## config.mk

```make
export PLATFORM = sky130hd
export DESIGN_NAME = gpio_bank
export DESIGN_NICKNAME = d
export VERILOG_FILES = /design/src/rtl/gpio_bank_pkg.sv /design/src/rtl/gpio_in_sync.sv /design/src/rtl/gpio_irq_detect.sv /design/src/rtl/gpio_bank.sv
export SDC_FILE = /design/constraint.sdc
export NUM_CORES = 1
export LEC_CHECK = 0
export CAP_MARGIN = 10
export CORE_MARGIN = 5
export CORE_UTILIZATION = 45
export CTS_CLUSTER_DIAMETER = 150
export DETAILED_ROUTE_END_ITERATION = 12
export DONT_BUFFER_PORTS = 1
export GPL_TIMING_DRIVEN = 0
export PLACE_DENSITY_LB_ADDON = 0.15
export SLEW_MARGIN = 20
export SYNTH_ARGS = -nofsm -noshare
export SYNTH_HDL_FRONTEND = slang
export SYNTH_HIERARCHICAL = 1
export SYNTH_SLANG_ARGS = --single-unit
```

## constraint.sdc

```tcl
create_clock -name clk_i -period 2.18 [get_ports clk_i]
set_input_delay 0.109 -clock clk_i [delete_from_list [all_inputs] [get_ports clk_i]]
set_output_delay 0.109 -clock clk_i [all_outputs]
set_load 0.02 [all_outputs]
```

## src/rtl/gpio_bank_pkg.sv

```systemverilog
package gpio_bank_pkg;
  localparam int unsigned ADDR_W = 3;

  typedef enum logic [ADDR_W-1:0] {
    REG_OUT    = 3'd0,
    REG_OE     = 3'd1,
    REG_IN     = 3'd2,
    REG_MODE   = 3'd3,
    REG_POL    = 3'd4,
    REG_EN     = 3'd5,
    REG_CLR    = 3'd6,
    REG_STATUS = 3'd7
  } reg_addr_e;
endpackage

```

## src/rtl/gpio_in_sync.sv

```systemverilog
module gpio_in_sync #(
  parameter int unsigned WIDTH = 27
) (
  input  logic             clk_i,
  input  logic             rst_ni,
  input  logic [WIDTH-1:0] async_i,
  output logic [WIDTH-1:0] sync_o
);
  logic [WIDTH-1:0] meta_q, sync_q;

  always_ff @(posedge clk_i or negedge rst_ni) begin
    if (!rst_ni) begin
      meta_q <= '0;
      sync_q <= '0;
    end else begin
      meta_q <= async_i;
      sync_q <= meta_q;
    end
  end

  assign sync_o = sync_q;
endmodule

```

## src/rtl/gpio_irq_detect.sv

```systemverilog
module gpio_irq_detect #(
  parameter int unsigned WIDTH = 27
) (
  input  logic             clk_i,
  input  logic             rst_ni,
  input  logic [WIDTH-1:0] sync_i,
  input  logic [WIDTH-1:0] mode_i,   // 1 edge, 0 level
  input  logic [WIDTH-1:0] pol_i,    // 1 rising/high, 0 falling/low
  input  logic [WIDTH-1:0] clr_i,
  output logic [WIDTH-1:0] status_o
);
  logic [WIDTH-1:0] prev_q, status_q, hit;

  for (genvar i = 0; i < WIDTH; i++) begin : g_pin
    logic rise, fall;
    assign rise = sync_i[i] & ~prev_q[i];
    assign fall = ~sync_i[i] & prev_q[i];
    assign hit[i] = mode_i[i] ? (pol_i[i] ? rise : fall)
                              : (sync_i[i] == pol_i[i]);

    always_ff @(posedge clk_i or negedge rst_ni) begin
      if (!rst_ni) begin
        prev_q[i]   <= 1'b0;
        status_q[i] <= 1'b0;
      end else begin
        prev_q[i]   <= sync_i[i];
        // new detection outranks a same-cycle clear
        status_q[i] <= (status_q[i] & ~clr_i[i]) | hit[i];
      end
    end
  end

  assign status_o = status_q;

  a_r5_pending_holds: assert property (@(posedge clk_i) disable iff (!rst_ni)
    (|status_q) |=> ((($past(status_q & ~clr_i)) & ~status_q) == '0));

  a_r7_set_wins: assert property (@(posedge clk_i) disable iff (!rst_ni)
    (|(hit & clr_i)) |=> ((($past(hit & clr_i)) & ~status_q) == '0));

  a_r8_no_spurious_edge: assert property (@(posedge clk_i) disable iff (!rst_ni)
    (|(mode_i & ~(sync_i ^ prev_q) & ~status_q))
      |=> ((status_q & $past(mode_i & ~(sync_i ^ prev_q) & ~status_q)) == '0));

  a_r6_clear_only_by_write: assert property (@(posedge clk_i) disable iff (!rst_ni)
    $fell(|status_q) |-> $past(|clr_i));
endmodule

```

## src/rtl/gpio_bank.sv

```systemverilog
module gpio_bank
  import gpio_bank_pkg::*;
#(
  parameter int unsigned NUM_PINS = 27
) (
  input  logic                clk_i,
  input  logic                rst_ni,
  input  logic                wr_en_i,
  input  logic [ADDR_W-1:0]   addr_i,
  input  logic [NUM_PINS-1:0] wdata_i,
  output logic [NUM_PINS-1:0] rdata_o,
  input  logic [NUM_PINS-1:0] pin_in_i,
  output logic [NUM_PINS-1:0] pin_out_o,
  output logic [NUM_PINS-1:0] pin_oe_o,
  output logic                irq_o
);
  logic [NUM_PINS-1:0] out_q, oe_q, mode_q, pol_q, en_q;
  logic [NUM_PINS-1:0] sync_in, status, clr;
  logic                irq_q;
  reg_addr_e           addr;

  assign addr = reg_addr_e'(addr_i);

  always_ff @(posedge clk_i or negedge rst_ni) begin
    if (!rst_ni) begin
      out_q  <= '0;
      oe_q   <= '0;
      mode_q <= '0;
      pol_q  <= '0;
      en_q   <= '0;
    end else if (wr_en_i) begin
      case (addr)
        REG_OUT:  out_q  <= wdata_i;
        REG_OE:   oe_q   <= wdata_i;
        REG_MODE: mode_q <= wdata_i;
        REG_POL:  pol_q  <= wdata_i;
        REG_EN:   en_q   <= wdata_i;
        default:  ;
      endcase
    end
  end

  assign clr = (wr_en_i && addr == REG_CLR) ? wdata_i : '0;

  gpio_in_sync #(.WIDTH(NUM_PINS)) u_sync (
    .clk_i   (clk_i),
    .rst_ni  (rst_ni),
    .async_i (pin_in_i),
    .sync_o  (sync_in)
  );

  gpio_irq_detect #(.WIDTH(NUM_PINS)) u_detect (
    .clk_i    (clk_i),
    .rst_ni   (rst_ni),
    .sync_i   (sync_in),
    .mode_i   (mode_q),
    .pol_i    (pol_q),
    .clr_i    (clr),
    .status_o (status)
  );

  always_ff @(posedge clk_i or negedge rst_ni) begin
    if (!rst_ni) irq_q <= 1'b0;
    else         irq_q <= |(status & en_q);
  end

  always_comb begin
    case (addr)
      REG_OUT:    rdata_o = out_q;
      REG_OE:     rdata_o = oe_q;
      REG_IN:     rdata_o = sync_in;
      REG_MODE:   rdata_o = mode_q;
      REG_POL:    rdata_o = pol_q;
      REG_EN:     rdata_o = en_q;
      REG_STATUS: rdata_o = status;
      default:    rdata_o = '0;
    endcase
  end

  assign pin_out_o = out_q;
  assign pin_oe_o  = oe_q;
  assign irq_o     = irq_q;

  a_r9_irq_has_cause: assert property (@(posedge clk_i) disable iff (!rst_ni)
    $rose(irq_o) |-> $past(|(status & en_q)));

  a_r9_irq_drops: assert property (@(posedge clk_i) disable iff (!rst_ni)
    (irq_o && !(|(status & en_q))) |=> !irq_o);

  a_r2_oe_follows_write: assert property (@(posedge clk_i) disable iff (!rst_ni)
    (wr_en_i && addr == REG_OE) |=> (pin_oe_o == $past(wdata_i)));
endmodule

```

==> summary.txt, run 1 <==
Run status
  • Status: complete, but fails checks
  • Failing checks: hold timing

Final layout
  • Design Area, Final: 0.0123 sq mm
  • Antenna cell count: 0
  • Nets: 914
  • Area grow syn2layout: 18.0%
  • Fin cells: 1187
  • Share of cells above drive strength 1: 23.3%

Timing
  • Max Slew Vio Count: 0
  • Final Skew: 0.00810 ns
  • Max Clk Rate: 485 MHz
  • Setup Viol. Count Final: 0
  • Slew HR: 29.3%
  • Unrepaired setup endpoints after global routing: no
  • Fin crit period: 2.06 ns
  • Worst Tran Pin Value: 1.06 ns
  • Setup TNS: 0 ns
  • Period utilization: 94.6%
  • Hold WS: -0.723 ns
  • Setup ws final: 0.117 ns
  • Hold Vio Cnt, Final: 244

Clock network
  • Bufs on Longest Clock Path: 3
  • Setup Fix Bufs, Post-CTS: 0
  • Num CTS Buffers: 27
  • Post-CTS Hold Fix Bufs: 55
  • Worst skew pair latency: 0.54 ns
  • Root cell of the clock tree: clkbuf_16
  • Clock Sinks: 244
  • Clock transition at path regs: 0.06 ns
  • CTS tree: yes
  • H-Tree Depth: 1

Synthesis
  • Cell count after synthesis: 770
  • Syn. warnings: 6
  • Library cells used by synthesis: 38
  • Mean Syn Cell Area: 13.6 sq um
  • Post-synth top flop: dfrtp_1
  • Yosys reg bits: 244
  • Synth async-reset ratio: 100%
  • Sequential area share after synthesis: 58.4%
  • Synthesized area: 0.0105 sq mm
  • Post-synth net total: 830
  • EDFF count, synth: 0

Critical path
  • CP Capture Type: output port
  • CP Max Fanout: 3
  • Critical path class: flop to output port
  • Critical Path Source Type: flop
  • Critical Path RT: 2.07 ns
  • CP Data Arrival Time: 1.95 ns
  • Worst reg2reg startpoint: en_q[4]
  • Worst setup path start: pin_out_o[9]

Route
  • Vias: 6647
  • Post-DRT Antenna Nets: 0
  • Violation count after the first detailed-route iteration: 477
  • Routed vias/inst: 5.60
  • Drc violations: 0
  • Drt wl/cell: 23.8 microns
  • Pre-antenna DRT Iters: 5
  • Drt total wl: 28.3 mm

Place
  • Post-Place Cells: 1083
  • DP Area: 0.0108 sq mm
  • DP HPWL: 18.8 mm
  • Port bufs: 0
  • Post-Place Worst Slack: -0.0136 ns
  • GPL Wtd Cong: 0.801

Die
  • # rows: 55
  • Die X: 162 microns
  • CORE AREA: 0.0228 sq mm
  • Die Ht: 162 microns
  • Die ar.: 0.0264 sq mm
  • Top Ports: 142
  • Starting Density: 45.9%

GRT
  • GR Overflow Total: 0
  • Overall global routing resource usage: 21.5%
  • Initial antenna violation count: 0
  • Pin count of the biggest net entering global routing: 245
  • Global-route wire length before repair: 43.7 mm
  • Vias in the first global route: 7069

Pwr
  • Peak supply drop: 0.000600 V
  • Power Density: 1020 mW/mm^2
  • Total power: 12.6 mW
  • Static Leak: 5.21 nW

Worst hold path
  • Worst min-delay path class: input port to asynchronous set/reset pin

Run
  • Max-cap viol count: 0
## cells by family (layout without fill, tap and decap cells)
| logic type | after synthesis | in the layout | share of synthesized area, % |
|---|---|---|---|
| AOI/OAI and AO/OA | 148 | 148 | 10.1 |
| xor gates and xnor gates | 52 | 52 | 4.36 |
| buffers and inverters | 64 | 168 | 3.10 |
| DFF | 244 | 244 | 58.4 |
| muxes | 172 | 172 | 19.0 |
| and+or+nand+nor | 90 | 90 | 5.07 |
## per-layer routing
metal | GRT usage [%] | part of all wire [%]
met5 | 0 | 0
met3 | 4.73 | 7.2
met4 | 5.19 | 2.0
met1 | 29.5 | 43
met2 | 35.2 | 48
## cell usage after synthesis, types with 11 or more instances
| cell type | n | area (sq um) |
|---|---|---|
| mux2_1 | 21 | 236 |
| and2_1 | 31 | 194 |
| a22oi_1 | 59 | 443 |
| xnor2_1 | 26 | 228 |
| dfrtp_1 | 244 | 6110 |
| inv_1 | 27 | 101 |
| nor2_1 | 13 | 48.8 |
| nand2_1 | 13 | 48.8 |
| mux2_2 | 111 | 1250 |
| o221ai_1 | 11 | 96.3 |
| a21o_1 | 26 | 195 |
| xor2_1 | 26 | 228 |
| mux2_4 | 20 | 300 |
| a22o_1 | 12 | 105 |
| nand3_1 | 17 | 85.1 |
| clkbuf_1 | 15 | 56.3 |
| a21oi_1 | 37 | 185 |
| mux2i_1 | 20 | 200 |
## final timing paths
| path | end | slack, ns | cells after the start |
|---|---|---|---|
| setup / recovery | rdata_o[9] | 0.12 | 4 |
| hold / removal | u_sync/meta_q[4] | -0.72 | 0 |
| setup reg to reg | irq_o | 0.43 | 4 |
| hold reg to reg | u_sync/sync_o[26] | 0.35 | 0 |
| max in group asynchronous | pol_q[21] | 2.52 | 0 |
| min in group clk_i | pin_out_o[9] | 0.04 | 2 |
## worst max-delay path, stage by stage, from the launching register on
cell	delay, ns
dfrtp_1	0.48
mux2i_1	0.14
nor2_1	0.12
a21oi_1	0.06
o221ai_1	0.60
## per-stage QoR
step	utilization (%)	hold slack (ns)
after floorplan	-	-0.187
after global placement	47.6	-0.174
after detailed placement	47.6	-0.173
after CTS	54.1	-0.749
after global routing	54.1	-0.744
final	54.1	-0.723
## repair_timing
item,in CTS,in global routing
resized for setup,0,2
setup endpoints to repair,0,12
endpoints found under the hold margin,433,244
## power by group
part / internal (mW) / switching [mW] / leakage, nW / total [mW]
Clock: 2.84 / 1.83 / 0.454 / 4.68
Combinational: 0.964 / 0.810 / 1.94 / 1.77
Sequential: 5.20 / 0.979 / 2.82 / 6.18
Total: 9.01 / 3.62 / 5.21 / 12.6
## flip-flops by register name, indices dropped and copies added, names as in the netlist
name,flops
irq_o,1
pin_oe_o,27
u_detect/prev_q,27
pol_q,27
pin_out_o,27
u_sync/meta_q,27
en_q,27
u_sync/sync_o,27
u_detect/status_o,27
mode_q,27
## final cells by class
type                       instances  area (sq um)
tap                              313           392
clock inverter                    11           150
multi-input combinational        462          4030
timing repair buffer              55           551
fill                            1920         10400
clock buffer                      38           777
inverter                          27           101
sequential                       244          6110
buffer                            37           223
## layout by cell type, fill, tap and decap left out, drive strengths merged, types with 20 or more instances in the layout
cell type	n
dfrtp	244
xnor2	26
clkbuf	53
inv	28
xor2	26
mux2i	20
dlygate4sd3	55
and2	31
buf	22
a21o	26
a22oi	59
mux2	152
a21oi	37
No activity file was read; power rests on OpenSTA's default activity.
==> run 2: changes to the inputs <==
- CORE_UTILIZATION: 45 -> 60
==> run 2 against run 1 <==
The flow still finishes with violations (hold timing). Global-route usage grew 5.1 points. Cell area down 2.1%. Register-to-register slack hardly changed. Maximum frequency rose by 0.12%. Critical endpoint unchanged.
==> summary.txt, run 2 (synthesized netlist as in run 1, its figures left out) <==
Pwr
  • Peak supply drop: 0.000817 V
  • Total power: 12.1 mW
  • Static Leak: 5.14 nW
  • Power Density: 999 mW/mm^2

Clock network
  • H-Tree Depth: 1
  • Root cell of the clock tree: clkbuf_16
  • Bufs on Longest Clock Path: 3
  • Num CTS Buffers: 26
  • Setup Fix Bufs, Post-CTS: 0
  • CTS tree: yes
  • Post-CTS Hold Fix Bufs: 55
  • Clock transition at path regs: 0.06 ns
  • Worst skew pair latency: 0.53 ns
  • Clock Sinks: 244

Final layout
  • Commonest cells after routing, fill and taps aside: dfrtp_1, mux2_2, a22oi_1
  • Commonest non-fill, non-tap cell in the layout: dfrtp_1
  • Fin cells: 1089
  • Share of cells above drive strength 1: 22.3%
  • Post-layout util: 70.3%
  • Antenna cell count: 0
  • Area grow syn2layout: 15.5%
  • Nets: 913
  • FILL cells: 1205

Timing
  • Hold Vio Cnt, Final: 244
  • Period utilization: 94.5%
  • Setup Viol. Count Final: 0
  • Unrepaired setup endpoints after global routing: no
  • Slew HR: 32.5%
  • Max Slew Vio Count: 0
  • Max Clk Rate: 485 MHz
  • Setup ws final: 0.119 ns
  • Setup TNS: 0 ns
  • Hold WS: -0.715 ns
  • Fin crit period: 2.06 ns
  • Worst Tran Pin Value: 1.01 ns
  • Final Skew: 0.0111 ns

Place
  • Port bufs: 0
  • DP HPWL: 17.5 mm
  • Post-Place Worst Slack: 0.0746 ns
  • Post-Place Cells: 995
  • GPL Wtd Cong: 0.879

Route
  • Routed vias/inst: 6.18
  • Vias: 6727
  • Drt wl/cell: 24.4 microns
  • Drc violations: 0
  • Drt total wl: 26.6 mm
  • Pre-antenna DRT Iters: 5
  • Post-DRT Antenna Nets: 0
  • Violation count after the first detailed-route iteration: 524

Critical path
  • CP Max Fanout: 3
  • Worst reg2reg startpoint: en_q[4]
  • Critical Path Source Type: flop
  • Critical path class: flop to output port
  • R2R cell count: 4
  • CP Data Arrival Time: 1.95 ns
  • CP Capture Type: output port
  • Reg-to-Reg End: irq_o
  • Critical Path RT: 2.07 ns
  • Register-to-register setup slack: 0.44 ns

GRT
  • Global-route wire length before repair: 41.3 mm
  • Vias in the first global route: 7061
  • Initial antenna violation count: 0
  • Pin count of the biggest net entering global routing: 245
  • Overall global routing resource usage: 26.6%
  • GR Overflow Total: 0

Die
  • # rows: 48
  • Die Ht: 142 microns
  • Die X: 142 microns
  • Die ar.: 0.0202 sq mm
  • Top Ports: 142
  • Starting Density: 60.9%
  • CORE AREA: 0.0172 sq mm

Worst hold path
  • Worst min-delay path class: input port to asynchronous set/reset pin

Run status
  • Failing checks: hold timing
  • Status: complete, but fails checks

Run
  • Max-cap viol count: 0
-- run 2: changes by cell type in the layout (fill, tap and decap cells not counted), sizes merged --
cell / before / now
bufinv: 3 / 1
inv: 28 / 27
clkinv: 5 / 2
clkinvlp: 2 / 0
clkbuf: 53 / 51
-- run 2: metrics by stage --
| step | hold WS [ns] | instance area [sq um] |
|---|---|---|
| after floorplan | -0.187 | 10500 |
| after global placement | -0.177 | 10700 |
| after detailed placement | -0.177 | 10700 |
| after CTS | -0.734 | 12100 |
| after global routing | -0.729 | 12100 |
| final | -0.715 | 12100 |
-- run 2: worst max-delay path by stage --
stage | to | slack (ns) | cells past startpoint | from
after floorplan | pol_q[16] | 0.71 | 7 | addr_i[1]
after global placement | rdata_o[8] | 0.07 | 5 | addr_i[2]
after CTS | rdata_o[8] | 0.08 | 5 | addr_i[2]
after global routing | rdata_o[11] | 0.09 | 4 | pin_oe_o[11]
final | rdata_o[9] | 0.12 | 4 | pin_oe_o[9]
after detailed placement | rdata_o[8] | 0.07 | 5 | addr_i[2]
-- run 2: cell type report --
class                   count  area, sq um  area share [%]
plain buffers              37          223            1.84
clock buffers              36          738            6.11
clock inverters             3         51.3           0.425
inverters                  27          101           0.839
multi-input cells         462         4030            33.3
flip-flops and latches    244         6110            50.5
well taps                 225          282            2.33
repair buffers             55          551            4.56
-- run 2: worst max-delay path, stage by stage, from the launching register on --
cell and delay [ns]:
dfrtp_1 0.53, mux2i_1 0.13, nor2_1 0.11, a21oi_1 0.05
o221ai_1 0.60
-- run 2: what timing repair did --
| action | 4_1_cts | 5_1_grt |
|---|---|---|
| setup endpoints to repair | 0 | 1 |
| resized for setup | 0 | 1 |
| hold endpoints to repair | 433 | 244 |
-- run 2: routing by layer --
layer | GRT usage, % | part of all wire (%)
met3 | 7.06 | 7.5
met4 | 8.03 | 2.8
met2 | 43.0 | 48
met5 | 0 | 0
met1 | 35.8 | 41
-- run 2: power by group --
group          total, mW  switching, mW  internal [mW]
registers           6.17          0.969           5.20
logic               1.76          0.799          0.963
clock network       4.13           1.69           2.45
